--- src/rtl/sr_pkg.sv ---
package sr_pkg;
   typedef enum logic [1:0] {
      ST_IDLE  = 2'd0,
      ST_EARLY = 2'd1,
      ST_CHECK = 2'd2,
      ST_FULL  = 2'd3
   } sr_state_e;
endpackage

--- src/rtl/sr_zero_count.sv ---
// Counts the zero bits of a vector. CHUNK_W = 0 gives one flat loop.
// Otherwise per-chunk partial counts are summed.
module sr_zero_count #(
   parameter int LINE_W  = 512,
   parameter int CNT_W   = 10,
   parameter int CHUNK_W = 8
) (
   input  logic [LINE_W-1:0] bits,
   output logic [CNT_W-1:0]  zeros
);
   if (CNT_W < $clog2(LINE_W + 1)) begin : g_bad_cnt
      $error("sr_zero_count: CNT_W too narrow for LINE_W");
   end

   if (CHUNK_W == 0) begin : g_flat
      always_comb begin
         zeros = '0;
         for (int i = 0; i < LINE_W; i++)
            zeros = zeros + {{(CNT_W-1){1'b0}}, ~bits[i]};
      end
   end else begin : g_chunked
      localparam int NCH    = LINE_W / CHUNK_W;
      localparam int PART_W = $clog2(CHUNK_W + 1);
      if (LINE_W % CHUNK_W != 0) begin : g_bad_chunk
         $error("sr_zero_count: LINE_W must be a multiple of CHUNK_W");
      end
      logic [PART_W-1:0] parts [NCH];
      for (genvar c = 0; c < NCH; c++) begin : g_part
         always_comb begin
            parts[c] = '0;
            for (int j = 0; j < CHUNK_W; j++)
               parts[c] = parts[c] + {{(PART_W-1){1'b0}}, ~bits[c*CHUNK_W + j]};
         end
      end
      always_comb begin
         zeros = '0;
         for (int c = 0; c < NCH; c++)
            zeros = zeros + CNT_W'(parts[c]);
      end
   end
endmodule

--- src/rtl/sr_lat_timer.sv ---
// Counts from the start cycle (cycle 1). It raises strobe in the cycle
// equal to the selected latency.
module sr_lat_timer #(
   parameter int EARLY_LAT = 12,
   parameter int FULL_LAT  = 16
) (
   input  logic clk,
   input  logic rst_n,
   input  logic start,
   input  logic start_full,
   output logic strobe
);
   localparam int CNT_W = $clog2(FULL_LAT + 1);
   localparam logic [CNT_W-1:0] E_CNT = CNT_W'(EARLY_LAT);
   localparam logic [CNT_W-1:0] F_CNT = CNT_W'(FULL_LAT);

   logic             run_q;
   logic             full_q;
   logic [CNT_W-1:0] cnt_q;

   assign strobe = run_q && (cnt_q == (full_q ? F_CNT : E_CNT));

   always_ff @(posedge clk) begin
      if (!rst_n) begin
         run_q  <= 1'b0;
         full_q <= 1'b0;
         cnt_q  <= '0;
      end else if (start) begin
         run_q  <= 1'b1;
         full_q <= start_full;
         cnt_q  <= CNT_W'(1);
      end else if (strobe) begin
         run_q  <= 1'b0;
      end else if (run_q) begin
         cnt_q  <= cnt_q + CNT_W'(1);
      end
   end
endmodule

--- src/rtl/spec_read_ctrl.sv ---
module spec_read_ctrl
   import sr_pkg::*;
#(
   parameter int LINE_W    = 512,
   parameter int ADDR_W    = 16,
   parameter int EARLY_LAT = 12,
   parameter int FULL_LAT  = 16,
   parameter int CHUNK_W   = 8,
   parameter int CHK_W     = $clog2(LINE_W + 1)
) (
   input  logic              clk,
   input  logic              rst_n,
   input  logic              req_valid,
   input  logic [ADDR_W-1:0] req_addr,
   output logic              req_ready,
   output logic              sense_go,
   output logic [ADDR_W-1:0] sense_addr,
   output logic              sense_full,
   output logic              sense_strobe,
   input  logic [LINE_W-1:0] sense_data,
   input  logic [CHK_W-1:0]  sense_chk,
   output logic              rsp_valid,
   output logic [LINE_W-1:0] rsp_data,
   output logic              rsp_retried,
   input  logic [LINE_W-1:0] wr_data,
   output logic [CHK_W-1:0]  wr_chk
);
   if (EARLY_LAT < 1) begin : g_bad_early
      $error("spec_read_ctrl: EARLY_LAT must be at least 1");
   end
   if (EARLY_LAT >= FULL_LAT) begin : g_bad_order
      $error("spec_read_ctrl: EARLY_LAT must be below FULL_LAT");
   end
   if (CHK_W < $clog2(LINE_W + 1)) begin : g_bad_chk
      $error("spec_read_ctrl: CHK_W cannot hold a full zero count");
   end

   sr_state_e         state_q;
   logic [LINE_W-1:0] data_q;
   logic [CHK_W-1:0]  chk_q;
   logic [ADDR_W-1:0] addr_q;
   logic              go_q;
   logic              full_q;
   logic              rsp_v_q;
   logic [LINE_W-1:0] rsp_d_q;
   logic              rsp_r_q;
   logic [CHK_W-1:0]  rd_zeros;
   logic              accept;
   logic              retry;
   logic              strobe;

   // Write side: encoder for the stored check bits.
   sr_zero_count #(.LINE_W(LINE_W), .CNT_W(CHK_W), .CHUNK_W(CHUNK_W)) u_wr_enc (
      .bits  (wr_data),
      .zeros (wr_chk)
   );

   // Read side: recount of the captured early sample.
   sr_zero_count #(.LINE_W(LINE_W), .CNT_W(CHK_W), .CHUNK_W(CHUNK_W)) u_rd_cnt (
      .bits  (data_q),
      .zeros (rd_zeros)
   );

   assign req_ready = (state_q == ST_IDLE);
   assign accept    = req_ready && req_valid;
   assign retry     = (state_q == ST_CHECK) && (rd_zeros != chk_q);

   sr_lat_timer #(.EARLY_LAT(EARLY_LAT), .FULL_LAT(FULL_LAT)) u_timer (
      .clk        (clk),
      .rst_n      (rst_n),
      .start      (accept || retry),
      .start_full (retry),
      .strobe     (strobe)
   );

   always_ff @(posedge clk) begin
      if (!rst_n) begin
         state_q <= ST_IDLE;
         data_q  <= '0;
         chk_q   <= '0;
         addr_q  <= '0;
         go_q    <= 1'b0;
         full_q  <= 1'b0;
         rsp_v_q <= 1'b0;
         rsp_d_q <= '0;
         rsp_r_q <= 1'b0;
      end else begin
         go_q    <= 1'b0;
         rsp_v_q <= 1'b0;
         unique case (state_q)
            ST_IDLE: begin
               if (req_valid) begin
                  addr_q  <= req_addr;
                  go_q    <= 1'b1;
                  full_q  <= 1'b0;
                  state_q <= ST_EARLY;
               end
            end
            ST_EARLY: begin
               if (strobe) begin
                  data_q  <= sense_data;
                  chk_q   <= sense_chk;
                  state_q <= ST_CHECK;
               end
            end
            ST_CHECK: begin
               if (retry) begin
                  go_q    <= 1'b1;
                  full_q  <= 1'b1;
                  state_q <= ST_FULL;
               end else begin
                  rsp_v_q <= 1'b1;
                  rsp_d_q <= data_q;
                  rsp_r_q <= 1'b0;
                  state_q <= ST_IDLE;
               end
            end
            ST_FULL: begin
               if (strobe) begin
                  rsp_v_q <= 1'b1;
                  rsp_d_q <= sense_data;
                  rsp_r_q <= 1'b1;
                  state_q <= ST_IDLE;
               end
            end
            default: state_q <= ST_IDLE;
         endcase
      end
   end

   assign sense_go     = go_q;
   assign sense_addr   = addr_q;
   assign sense_full   = full_q;
   assign sense_strobe = strobe;
   assign rsp_valid    = rsp_v_q;
   assign rsp_data     = rsp_d_q;
   assign rsp_retried  = rsp_r_q;
endmodule

--- config.mk ---
export PLATFORM = sky130hd
export DESIGN_NAME = spec_read_ctrl
export DESIGN_NICKNAME = d
export VERILOG_FILES = /design/src/rtl/sr_pkg.sv /design/src/rtl/sr_zero_count.sv /design/src/rtl/sr_lat_timer.sv /design/src/rtl/spec_read_ctrl.sv
export SDC_FILE = /design/constraint.sdc
export NUM_CORES = 2
export LEC_CHECK = 0
export ABC_AREA = 1
export BUFFER_PORTS_ARGS = -buffer_cell sky130_fd_sc_hd__buf_2
export CAP_MARGIN = 40
export CORE_AREA = 5 5 625 627
export DETAILED_ROUTE_END_ITERATION = 10
export DIE_AREA = 0 0 630 632
export GPL_TIMING_DRIVEN = 0
export PLACE_DENSITY_LB_ADDON = 0.12
export SLEW_MARGIN = 20
export SYNTH_ARGS = -nofsm -noshare
export SYNTH_HDL_FRONTEND = slang
export SYNTH_SLANG_ARGS = --single-unit
export TNS_END_PERCENT = 100
--- constraint.sdc ---
create_clock -name clk -period 11.73 [get_ports clk]
set_input_delay 1.173 -clock clk [delete_from_list [all_inputs] [get_ports clk]]
set_output_delay 1.173 -clock clk [all_outputs]
set_load 0.005 [all_outputs]
After elaboration in Yosys (flattened, before gate mapping)
Index checks and enable logic that the tools add are counted.
- input port bits: 1053
- output and inout port bits: 544
- bits in registers: 1063
- logic and storage cells: 2116
- reductions and logical operators: 17
- mux-type cells: 26
- equal/unequal tests: 11
- bitwise gates (word level): 1026
- add/sub/neg operators: 1023
- operator list (kind ; number):
    adder 4 x 1 -> 4 bit ; 768
    adder 10 x 4 -> 10 bit ; 124
    inverter 1 bit ; 1026
    two-way mux 512 bit ; 2
    one-hot mux 512 bit (2 select lines) ; 1
    adder 1 x 1 -> 2 bit ; 128
    two-way mux 1 bit ; 13
    adder 4 x 4 -> 5 bit ; 2
    != test 10 bit ; 1
    != test 2 bit (second input constant) ; 5
    AND reduction 3 bit ; 3
    two-way mux 2 bit ; 4
    one-hot mux 1 bit (2 select lines) ; 4
    one-hot mux 2 bit (4 select lines) ; 1
    AND reduction 2 bit ; 4
    nonzero test 2 bit ; 4
    adder 5 x 1 -> 5 bit (second input constant) ; 1
    equality test 5 bit ; 1
    two-way mux 5 bit ; 1
    equality test 2 bit (second input constant) ; 2
    logical AND 1 bit ; 3
    equality test 2 x 1 -> 1 bit (second input constant) ; 1
    zero test 2 bit ; 1
    != test 2 x 1 -> 1 bit (second input constant) ; 1
    other kinds (2) ; 2

Logic depth before layout (Yosys ltp)
- depth after elaboration: 76
- depth in mapped cells: 42
- depth with buffers taken out: 41

Hierarchy
A second synthesis with hierarchy kept.
- cell total of the unflattened synthesis: 9072
- area total of the unflattened synthesis: 76422.0 um^2
- by module, submodules not included (module ; seq. area each (um^2) ; area each (um^2) ; cells each ; instances):
    spec_read_ctrl ; 21140.3 ; 48624.1 ; 6341 ; 1
    sr_zero_count at u_rd_cnt ; 0.0 ; 13734.4 ; 1346 ; 1
    sr_zero_count at u_wr_enc ; 0.0 ; 13661.9 ; 1330 ; 1
    sr_lat_timer ; 140.1 ; 401.6 ; 55 ; 1

Worst setup path after synthesis
No wires, ideal clock.
- path kind: in2out
- start: input wr_data[8]
- end: output wr_chk[8]
- stages: 28
- path slack: 0.873 ns
- data arrival time: 9.684 ns
- required time: 10.557 ns
- buffers on the path: 0
- path through: inv_1 > ha_1 > fa_1 > fa_1 > fa_1 > inv_1 > fa_1 > inv_1 > ha_1 > nand3_1 > nand2_1 > xor2_1 > fa_1 > fa_1 > fa_1 > fa_1 > fa_1 > fa_1 > fa_1 > fa_1 > fa_1 > fa_1 > a31oi_1 > nor2_1 > nor2_1 > nor2_1 > nor2_1 > xnor2_1
- longest elaborated chain between the ends: 71
- RTL lines (item ; RTL line ; text):
    start, declared ; spec_read_ctrl.sv:25 ; input logic [LINE_W-1:0] wr_data,
    inverter 1 bit ; sr_zero_count.sv:32 ; parts[c] = parts[c] + {{(PART_W-1){1'b0}}, ~bits[c*CHUNK_W + j]};
    adder 1 x 1 -> 2 bit ; sr_zero_count.sv:32 ;
    adder 4 x 1 -> 4 bit (6 in a row) ; sr_zero_count.sv:32 ;
    adder 4 x 4 -> 5 bit ; sr_zero_count.sv:38 ; zeros = zeros + CNT_W'(parts[c]);
    adder 10 x 4 -> 10 bit (62 in a row) ; sr_zero_count.sv:38 ;
    end, declared ; spec_read_ctrl.sv:26 ; output logic [CHK_W-1:0] wr_chk
Every way passes these cells.

Worst setup path after layout
Ends and elaborated chain as after synthesis.

==> run summary <==
Hold EP: rsp_data[353]
Die ar.: 398200 µm²
Max Fclk: 88.10 MHz
Post-Syn Area: 78630 µm²
via count: 69660
drt first-iter violations: 4019
Final Hold Fails: 0
most common cell after layout, fill and taps aside: inv_1
sequential element share of the synthesized area: 27.07%
cell mode on critical path: fa_1
largest net degree at the start of global routing: 13
Hold Slack: 0.4666 ns
Max Cap Viol: 0
CP required: 10.56 ns
CTS tree: built
Layout Area Growth over Synthesis: 25.70%
Worst Setup Path Type: in2out
Worst setup SP type: primary input
Starting Density: 20.46%
final setup vio count: 0
status: completed
Routed Antenna Nets: 0
Via density: 4.279
RePlAce Congestion: 0.9078
Root Driver: clkbuf_16
clock sink total: 1063
worst r2r src: data_q[8]
post-synth cell types: 30
Data arrival, critical path: 10.18 ns
DRC: 0
Crit path largest cell delay: 0.63 ns
Total GRT Usage: 18.84%
slowest CP cell: fa_2
DR pass1 iterations: 6
Post-Syn Nets: 11770
Core ar.: 384300 µm²
Cells after Synth: 9241
reg2reg setup slack: 1.01 ns
largest fanout on the critical path: 2
final HPWL from detailed placement: 337900 µm
Post-CTS Hold Buffers: 0
WL final: 388800 µm
most frequent cells in the layout: inv_1, buf_2, dfxtp_1
Fin Setup TNS: 0 ns
YS warnings: 0
slew of the pin with the lowest slew margin: 0.7879 ns
Num CTS Buffers: 153
I/O pin count: 1597
Die Ht: 632 µm
Clock Latency Late Sink: 0.85 ns
Port Buffer Count: 1595
worst hold-check path type: reg2reg
synthesized area per cell: 8.508 µm²
Worst Setup End Kind: primary output
hold depth: 2
cell row count: 228
final slew viol count: 0
min cycle time layout: 11.35 ns
Clock Path Buffers: 4
Setup Skew: 0.1266 ns
first-pass GRT wire length: 544500 µm
final core occ: 25.72%
CTS H-tree lvls: 4
Slew HR: 47.47%
remaining global-route overflow: 0
reg-to-reg critical path endpoint: rsp_data[170]
# nets final: 13550
#FFs+latches synth: 1063
Reg clk slew, reported paths: 0.05 ns
Hold Crit Start: rsp_data[353]
FF-to-FF path depth: 36
period utilisation layout: 96.77%
layout cells sized above 1: 18.64%
Die W: 630 µm
drt wl/cell: 23.88 µm
initial antenna violation count: 258
vias in the first global route: 73370
[flip-flops by register name, indices dropped and copies added, names as in the netlist, 2 cells and up]
register and count:
chk_q 10, state_q 2, u_timer.cnt_q 5, data_q 512, sense_addr 16, rsp_data 512
[synth_stat cells]
cell type	n	share of area [%]
a21oi_1	1050	6.7
a22oi_1	1	0.0096
a31oi_1	1	0.0080
buf_1	106	0.51
buf_12	3	0.076
buf_2	44	0.28
buf_4	5	0.048
buf_6	118	1.7
buf_8	2	0.038
clkbuf_1	309	1.5
dfxtp_1	1063	27
fa_1	1034	26
ha_1	446	7.1
inv_1	1844	8.8
inv_2	4	0.019
inv_4	1	0.0080
nand2_1	778	3.7
nand2_8	1	0.025
nand3_1	585	3.7
nand3_2	2	0.025
nand3b_1	2	0.019
nand4_1	514	4.1
nor2_1	564	2.7
nor2_2	3	0.024
nor3_1	1	0.0064
o211ai_1	1	0.0096
o21ai_0	611	3.9
o22ai_1	1	0.0080
xnor2_1	67	0.75
xor2_1	80	0.89
[worst max path at each step]
stage | start | endpoint | slack (ns) | depth (start not counted)
4_1_cts | wr_data[8] | wr_chk[8] | 0.04 | 30
5_1_grt | wr_data[8] | wr_chk[8] | -0.02 | 34
6_report | wr_data[8] | wr_chk[8] | 0.38 | 28
2_1_floorplan | wr_data[8] | wr_chk[8] | 0.87 | 28
3_5_place_dp | wr_data[8] | wr_chk[8] | -0.10 | 30
3_3_place_gp | wr_data[8] | wr_chk[8] | -0.07 | 30
[final cells by class]
class | instances | area [µm²]
clock inverter | 48 | 701.9
fill | 42310 | 285400
sequential | 1063 | 21280
clock buffer | 213 | 4408
buffer | 587 | 3254
tap | 5060 | 6331
timing repair buffer | 1622 | 8428
inverter | 1849 | 6943
multi-input combinational | 5742 | 47250
antenna | 95 | 237.7
[repair_timing]
item / CTS / global route
setup buffers: 0 / 1
pin swaps: 1 / 13
setup endpoints to repair: 1 / 3
gates resized for setup: 4 / 17
cloned: 0 / 0
[metrics by stage]
| step | worst slack, ns | instance area [µm²] | instances |
|---|---|---|---|
| 2_1_floorplan | 0.8729 | 78630 | 9241 |
| 5_1_grt | -0.01987 | 98700 | 16230 |
| 6_report | 0.3791 | 98830 | 16280 |
| 3_5_place_dp | -0.1002 | 93410 | 15920 |
| 4_1_cts | 0.04185 | 98540 | 16180 |
| 3_3_place_gp | -0.06790 | 92940 | 15900 |
[per-layer routing]
| metal | track usage [%] | part of all wire (%) | vias to the layer above |
|---|---|---|---|
| li1 | - | - | 33050 |
| met1 | 22.11 | 40 | 33930 |
| met2 | 34.57 | 52 | 1939 |
| met3 | 3.487 | 5.1 | 655 |
| met4 | 5.815 | 3.3 | 86 |
| met5 | 0 | 0.14 | - |
[worst max-delay path: cells and delay by family]
family,cells,cell delay [ns]
compound gates,1,0.18
fa+ha+maj,16,7.74
simple gates,4,0.31
xor+xnor,2,0.34
buf+inv,5,0.43
[kinds of logic after synthesis]
| logic type | count (synthesis) | share of synthesized area, % |
|---|---|---|
| flops | 1063 | 27.07 |
| simple gates | 2450 | 14.32 |
| xor+xnor | 147 | 1.637 |
| fa+ha+maj | 1480 | 33.42 |
| buf+inv | 2436 | 12.94 |
| compound gates | 1665 | 10.61 |
Power is not shown: default switching activity piles up to over one toggle a cycle in this logic, so the estimate is an artifact.
